### config.mk
export PLATFORM = sky130hd
export DESIGN_NAME = blit2d_engine
export DESIGN_NICKNAME = d
export VERILOG_FILES = /design/src/rtl/blit2d_pkg.sv /design/src/rtl/blit2d_regs.sv /design/src/rtl/blit2d_walker.sv /design/src/rtl/blit2d_engine.sv
export SDC_FILE = /design/constraint.sdc
export NUM_CORES = 2
export LEC_CHECK = 0
export CORE_AREA = 2 2 255 282
export DETAILED_ROUTE_END_ITERATION = 10
export DIE_AREA = 0 0 257 284
export PLACE_DENSITY = 0.71
export SLEW_MARGIN = 20
export SYNTH_ARGS = -nofsm -noshare
export SYNTH_HDL_FRONTEND = slang
export SYNTH_SLANG_ARGS = --single-unit
### constraint.sdc
create_clock -name clk -period 27.3 [get_ports clk]
set_input_delay 4.095 -clock clk [delete_from_list [all_inputs] [get_ports clk]]
set_output_delay 4.095 -clock clk [all_outputs]
set_load 0.1 [all_outputs]
### src/rtl/blit2d_pkg.sv
package blit2d_pkg;
  localparam int unsigned REG_SRC   = 0;
  localparam int unsigned REG_DST   = 1;
  localparam int unsigned REG_SIZE  = 2;
  localparam int unsigned REG_PITCH = 3;
  localparam int unsigned REG_BASE  = 4;
  localparam int unsigned REG_COLOR = 5;
  localparam int unsigned REG_CTRL  = 6;
  localparam int unsigned REG_STAT  = 7;

  localparam logic [3:0] CMD_COPY = 4'd0;
  localparam logic [3:0] CMD_FILL = 4'd1;

  typedef enum logic [1:0] {ST_IDLE, ST_READ, ST_WRITE, ST_FILL} walk_state_t;

  // Linear byte address of (x, y) on a surface of the given pitch.
  function automatic logic [31:0] pix_addr(input logic [31:0] base,
                                           input logic [15:0] x,
                                           input logic [15:0] y,
                                           input logic [15:0] pitch);
    logic [31:0] row;
    row = {16'd0, y} * {16'd0, pitch};
    return base + row + {16'd0, x};
  endfunction

  // Coordinate stepped by an offset in either direction.
  function automatic logic [15:0] step_coord(input logic [15:0] c,
                                             input logic [15:0] off,
                                             input logic        backward);
    return backward ? (c - off) : (c + off);
  endfunction
endpackage

### src/rtl/blit2d_regs.sv
module blit2d_regs
  import blit2d_pkg::*;
(
  input  logic        clk,
  input  logic        rst_n,
  input  logic        wr,
  input  logic [2:0]  addr,
  input  logic [31:0] wdata,
  input  logic        busy,
  input  logic        done,
  output logic [31:0] rdata,
  output logic [31:0] src_xy,
  output logic [31:0] dst_xy,
  output logic [31:0] size_wh,
  output logic [31:0] pitch,
  output logic [31:0] base,
  output logic [7:0]  color,
  output logic        backward,
  output logic [3:0]  cmd,
  output logic        start
);
  logic go_q;
  logic wr_ok;
  logic size_ok;
  logic cmd_ok;

  assign wr_ok   = wr && !busy;
  assign size_ok = (size_wh[31:16] != 16'd0) && (size_wh[15:0] != 16'd0);
  assign cmd_ok  = (wdata[19:16] == CMD_COPY) || (wdata[19:16] == CMD_FILL);
  assign start   = wr_ok && (addr == 3'(REG_CTRL)) && wdata[31] && size_ok && cmd_ok;

  always_ff @(posedge clk) begin
    if (!rst_n) begin
      src_xy   <= '0;
      dst_xy   <= '0;
      size_wh  <= '0;
      pitch    <= '0;
      base     <= '0;
      color    <= '0;
      backward <= 1'b0;
      cmd      <= '0;
      go_q     <= 1'b0;
    end else begin
      if (done) go_q <= 1'b0;
      if (wr_ok) begin
        case (addr)
          3'(REG_SRC):   src_xy  <= wdata;
          3'(REG_DST):   dst_xy  <= wdata;
          3'(REG_SIZE):  size_wh <= wdata;
          3'(REG_PITCH): pitch   <= wdata;
          3'(REG_BASE):  base    <= wdata;
          3'(REG_COLOR): color   <= wdata[7:0];
          3'(REG_CTRL): begin
            backward <= wdata[27];
            cmd      <= wdata[19:16];
            go_q     <= start;
          end
          default: ;
        endcase
      end
    end
  end

  always_comb begin
    case (addr)
      3'(REG_SRC):   rdata = src_xy;
      3'(REG_DST):   rdata = dst_xy;
      3'(REG_SIZE):  rdata = size_wh;
      3'(REG_PITCH): rdata = pitch;
      3'(REG_BASE):  rdata = base;
      3'(REG_COLOR): rdata = {24'd0, color};
      3'(REG_CTRL):  rdata = {go_q, 3'd0, backward, 7'd0, cmd, 16'd0};
      default:       rdata = {28'd0, busy, 3'd0};
    endcase
  end

  // a write during an operation leaves the geometry untouched
  p_busy_write_ignored_r8: assert property (@(posedge clk) disable iff (!rst_n)
    (busy && wr) |=> ($stable(src_xy) && $stable(dst_xy) && $stable(size_wh) && $stable(pitch)));
  // completion clears the start bit
  p_done_clears_go_r7: assert property (@(posedge clk) disable iff (!rst_n)
    done |=> !go_q);
  // the start bit reads 1 throughout an operation
  p_go_while_busy_r7: assert property (@(posedge clk) disable iff (!rst_n)
    (busy && !done) |=> go_q);
endmodule

### src/rtl/blit2d_walker.sv
module blit2d_walker #(
  parameter int unsigned CW = 16
) (
  input  logic          clk,
  input  logic          rst_n,
  input  logic          load,
  input  logic          step,
  input  logic          active,
  input  logic [CW-1:0] width,
  input  logic [CW-1:0] height,
  output logic [CW-1:0] xoff,
  output logic [CW-1:0] yoff,
  output logic          last
);
  logic row_end;

  assign row_end = (xoff == width - CW'(1));
  assign last    = row_end && (yoff == height - CW'(1));

  always_ff @(posedge clk) begin
    if (!rst_n || load) begin
      xoff <= '0;
      yoff <= '0;
    end else if (step) begin
      if (row_end) begin
        xoff <= '0;
        yoff <= yoff + CW'(1);
      end else begin
        xoff <= xoff + CW'(1);
      end
    end
  end

  // the offsets never leave the rectangle during an operation
  p_offsets_in_range_r3: assert property (@(posedge clk) disable iff (!rst_n)
    active |-> ((xoff < width) && (yoff < height)));
  // row order, X wraps to zero only when Y advances
  p_row_advance_r3: assert property (@(posedge clk) disable iff (!rst_n)
    (step && row_end && !last) |=> ((xoff == '0) && (yoff == $past(yoff) + CW'(1))));
endmodule

### src/rtl/blit2d_engine.sv
module blit2d_engine
  import blit2d_pkg::*;
#(
  parameter int unsigned AW = 24
) (
  input  logic          clk,
  input  logic          rst_n,
  input  logic          reg_wr,
  input  logic [2:0]    reg_addr,
  input  logic [31:0]   reg_wdata,
  output logic [31:0]   reg_rdata,
  output logic          mem_en,
  output logic          mem_we,
  output logic [AW-1:0] mem_addr,
  output logic [7:0]    mem_wdata,
  input  logic [7:0]    mem_rdata,
  output logic          busy
);
  localparam int unsigned CW = 16;

  walk_state_t st;
  logic [31:0] src_xy, dst_xy, size_wh, pitch, base;
  logic [7:0]  color;
  logic        backward, start, done, step, last;
  logic [3:0]  cmd;
  logic [CW-1:0] xoff, yoff;
  logic [31:0] src_lin, dst_lin;

  assign busy = (st != ST_IDLE);
  assign step = (st == ST_WRITE) || (st == ST_FILL);
  assign done = step && last;

  blit2d_regs u_regs (
    .clk(clk), .rst_n(rst_n), .wr(reg_wr), .addr(reg_addr), .wdata(reg_wdata),
    .busy(busy), .done(done), .rdata(reg_rdata),
    .src_xy(src_xy), .dst_xy(dst_xy), .size_wh(size_wh), .pitch(pitch),
    .base(base), .color(color), .backward(backward), .cmd(cmd), .start(start)
  );

  blit2d_walker #(.CW(CW)) u_walk (
    .clk(clk), .rst_n(rst_n), .load(start), .step(step), .active(busy),
    .width(size_wh[31:16]), .height(size_wh[15:0]),
    .xoff(xoff), .yoff(yoff), .last(last)
  );

  assign src_lin = pix_addr(base,
                            step_coord(src_xy[31:16], xoff, backward),
                            step_coord(src_xy[15:0],  yoff, backward),
                            pitch[15:0]);
  assign dst_lin = pix_addr(base,
                            step_coord(dst_xy[31:16], xoff, backward),
                            step_coord(dst_xy[15:0],  yoff, backward),
                            pitch[31:16]);

  always_ff @(posedge clk) begin
    if (!rst_n) begin
      st <= ST_IDLE;
    end else begin
      case (st)
        ST_IDLE:  if (start) st <= (reg_wdata[19:16] == CMD_FILL) ? ST_FILL : ST_READ;
        ST_READ:  st <= ST_WRITE;
        ST_WRITE: st <= last ? ST_IDLE : ST_READ;
        ST_FILL:  if (last) st <= ST_IDLE;
        default:  st <= ST_IDLE;
      endcase
    end
  end

  always_comb begin
    mem_en    = busy;
    mem_we    = step;
    mem_addr  = (st == ST_READ) ? src_lin[AW-1:0] : dst_lin[AW-1:0];
    mem_wdata = (st == ST_FILL) ? color : mem_rdata;
  end

  // every source read is followed by a destination write
  p_write_after_read_r5: assert property (@(posedge clk) disable iff (!rst_n)
    (st == ST_READ) |=> (mem_en && mem_we && (st == ST_WRITE)));
  // the written byte is the one just read
  p_copy_data_r5: assert property (@(posedge clk) disable iff (!rst_n)
    (st == ST_WRITE) |-> (mem_wdata == mem_rdata));
  // a fill writes the colour byte
  p_fill_color_r6: assert property (@(posedge clk) disable iff (!rst_n)
    (st == ST_FILL) |-> (mem_we && mem_wdata == color));
  // no memory traffic while idle
  p_idle_quiet_r9: assert property (@(posedge clk) disable iff (!rst_n)
    !busy |-> !mem_en);
  // a start request makes the engine busy on the next edge
  p_start_busy_r2: assert property (@(posedge clk) disable iff (!rst_n)
    start |=> busy);
endmodule

==> flow_summary.toml <==
[worst_setup_path]
worst-path-max-fanout = 32
worstSetupPathType = "flip-flop to output pin"
cp-start-kind = "flip-flop"
reg2reg_slack_ps = 23260
crit_arrival_ps = 12620
required_ps = 23200
cp-endpoint = "mem_addr[23]"
reg2regPathDepth = 13
cpPeakStageDelay_ps = 1220
cp_slowest_cell = "clkdlybuf4s50_1"
crit_path_frequent_cell = "fa_1"
end_kind = "output pin"
reg2reg_to = "u_walk.yoff[7]"
r2r-start = "u_regs.size_wh[21]"
startpoint = "u_regs.backward"

[global_routing]
grt-ovfl-total = 0
grt_pass1_vias = 25400
antenna_found_initial = 1
grt_max_degree = 89
grt_use_total_pct = 25.1
grt_pass1_wl_mm = 144

[cells_and_area]
fillers = 6769
seq_area_um2 = 4160
drive_above_1_share_pct = 4.25
multiInputGateArea_um2 = 23000
area_delta_synth_final_pct = 8.23
final_common_cell = "inv_1"
finalNetCount = 4424
diodes = 0
final_cell_mix = "inv_1 (692), nand2_1 (628), fa_1 (416), a21oi_1 (251), and2_1 (232)"

[timing]
setup_viol_count_final = 0
max_slew_margin_pct = 25.5
max_freq_ghz = 0.0598
skew_ps = 15.5
drv_slew = 0
rsz0062_at_grt = "no"
fin_crit_sh_pct = 61.2
worst_pin_slew_ps = 1110
hold_viol_final = 0
min_period_ps = 16710
tns_ps = 0
postLayoutSetupSlackWorst_ps = 10590

[yosys]
synth_edf_count = 0
ys_seq_elements = 208
yosysWarningCount = 0
netlist_area_um2 = 30500
yosysSeqAreaShare_pct = 13.6
synthFlopType = "dfxtp_1"
ys_types = 92
ys_async_sr_fraction_pct = 0
synth_nets = 4451
synthCells = 3799
avgSynthCellArea_um2 = 8.04

[route]
drtAntennaViolNets = 0
routed-via-count = 25200
postRouteWirelength_mm = 91.9
wl_per_cell_um = 19.5
first_pass_iters = 5
post_drt_via_cell_ratio = 5.35
drc = 0
drt-initial-drc-count = 1869

[placed_design]
post-place-ws_ps = 11170
numPortBuffers = 112
routabilityCongestion = 0.966
dp_hpwl_mm = 73.6

[run]
max_cap_viol_count = 0

[pwr]
switchingPower_mw = 0.318
seq_power_share_pct = 36.7
power.density_nw_per_um2 = 26.5
intPower_mw = 0.559
ir_drop_mv = 0.0496
p_comb_share_pct = 29.6
pwr-share-clk_pct = 33.7
p_leak_nw = 14.7
p_total_mw = 0.877
switching_share_pct = 36.2

[clocking]
cts_tree = "done"
clock_latency_ps = 520
post_cts_buffers = 0
root_buffer = "clkbuf_16"
h-tree-depth = 1
numCtsBuffers = 20
clk_pin_slew_worst_paths_ps = 70
postCtsHoldBufs = 0
cts.sink_count = 208
ctsResizeCount = 0
cts_max_path_buffers = 3

[worst_hold_path]
hp-class = "flip-flop to flip-flop"
worstHoldPathCells = 2

[floorplan]
core_area_um2 = 70100
ios = 113
start_util_pct = 43.6
rows = 102
chipHeight_um = 284
dieArea_um2 = 73000
die_x_um = 257

[status]
status = "complete, no violations"
==> layer usage <==
layer  track usage [%]  part of all wire, %  vias to the layer above
li1                  -                    -                    11800
met1              32.4                   42                    12400
met2              42.1                   47                      893
met3              2.72                  6.4                      180
met4              11.3                  4.8                        0
met5                 0                    0                        -
==> critical path, delay by kind of cell (launching register included) <==
family / cells / cell delay [ps]
AND/OR/NAND/NOR: 7 / 1750
XOR/XNOR: 3 / 990
AO/OA/AOI/OAI: 13 / 2460
buffers and inverters: 6 / 1820
flip-flops: 1 / 630
adder cells (fa/ha/maj): 8 / 3850
multiplexers: 2 / 580
==> Yosys cell counts (all sizes together), types with 52 or more instances <==
library cell	count	area share, %
inv	693	8.5
nand2	631	7.8
fa	416	27
a21oi	252	4.1
and2	233	4.8
dfxtp	208	14
ha	190	7.8
clkbuf	167	2.1
nor2	164	2.0
xnor2	156	4.6
o21ai	101	1.7
nor2b	52	1.1
==> worst min path at each step <==
stage | from | to
final | u_regs.base[28] | u_regs.base[28]
after global routing | u_regs.base[31] | u_regs.base[31]
after detailed placement | u_regs.base[28] | u_regs.base[28]
after floorplan | u_regs.base[27] | u_regs.base[27]
after global placement | u_regs.base[0] | u_regs.base[0]
after CTS | u_regs.base[28] | u_regs.base[28]
==> cell type report <==
cell class | count | area share [%]
Sequential cell | 208 | 12.6
Clock buffer | 25 | 1.73
Timing Repair Buffer | 148 | 4.17
Tap cell | 936 | 3.54
Multi-Input combinational cell | 2701 | 69.8
Inverter | 693 | 7.88
Clock inverter | 9 | 0.326
==> through the flow <==
stage / instances / cell area, µm² / hold slack (ps) / utilization, %
after detailed placement: 4686 / 32400 / 447 / 46.2
after global placement: 4686 / 32400 / 442 / 46.2
after CTS: 4720 / 33000 / 456 / 47.2
after global routing: 4720 / 33000 / 478 / 47.2
after floorplan: 3799 / 30500 / 434 / -
final: 4720 / 33000 / 456 / 47.2
==> cells by family after synthesis <==
logic type / Yosys count / share of synthesized area [%]
xor+xnor: 210 / 6.39
mux: 76 / 3.52
flops: 208 / 13.6
simple gates: 1283 / 19.8
fa+ha+maj: 611 / 35.2
buf+inv: 890 / 11.1
compound gates: 521 / 10.3
==> power by group through the flow <==
stage          Sequential (mW)  Combinational (mW)  Clock [mW]
3_5_place_dp             0.328               0.261           0
4_1_cts                  0.321               0.261       0.298
5_1_grt                  0.322               0.283       0.307
2_1_floorplan            0.320               0.186           0
6_report                 0.322               0.260       0.296
3_3_place_gp             0.328               0.257           0
==> flip-flops by register name, indices dropped and copies added, names as in the netlist, 2 cells and up <==
register,cells
st,2
u_regs.base,32
u_regs.cmd,4
u_regs.color,8
u_regs.dst_xy,32
u_regs.pitch,32
u_regs.size_wh,32
u_regs.src_xy,32
u_walk.xoff,16
u_walk.yoff,16
(Power assumes the default switching activity.)
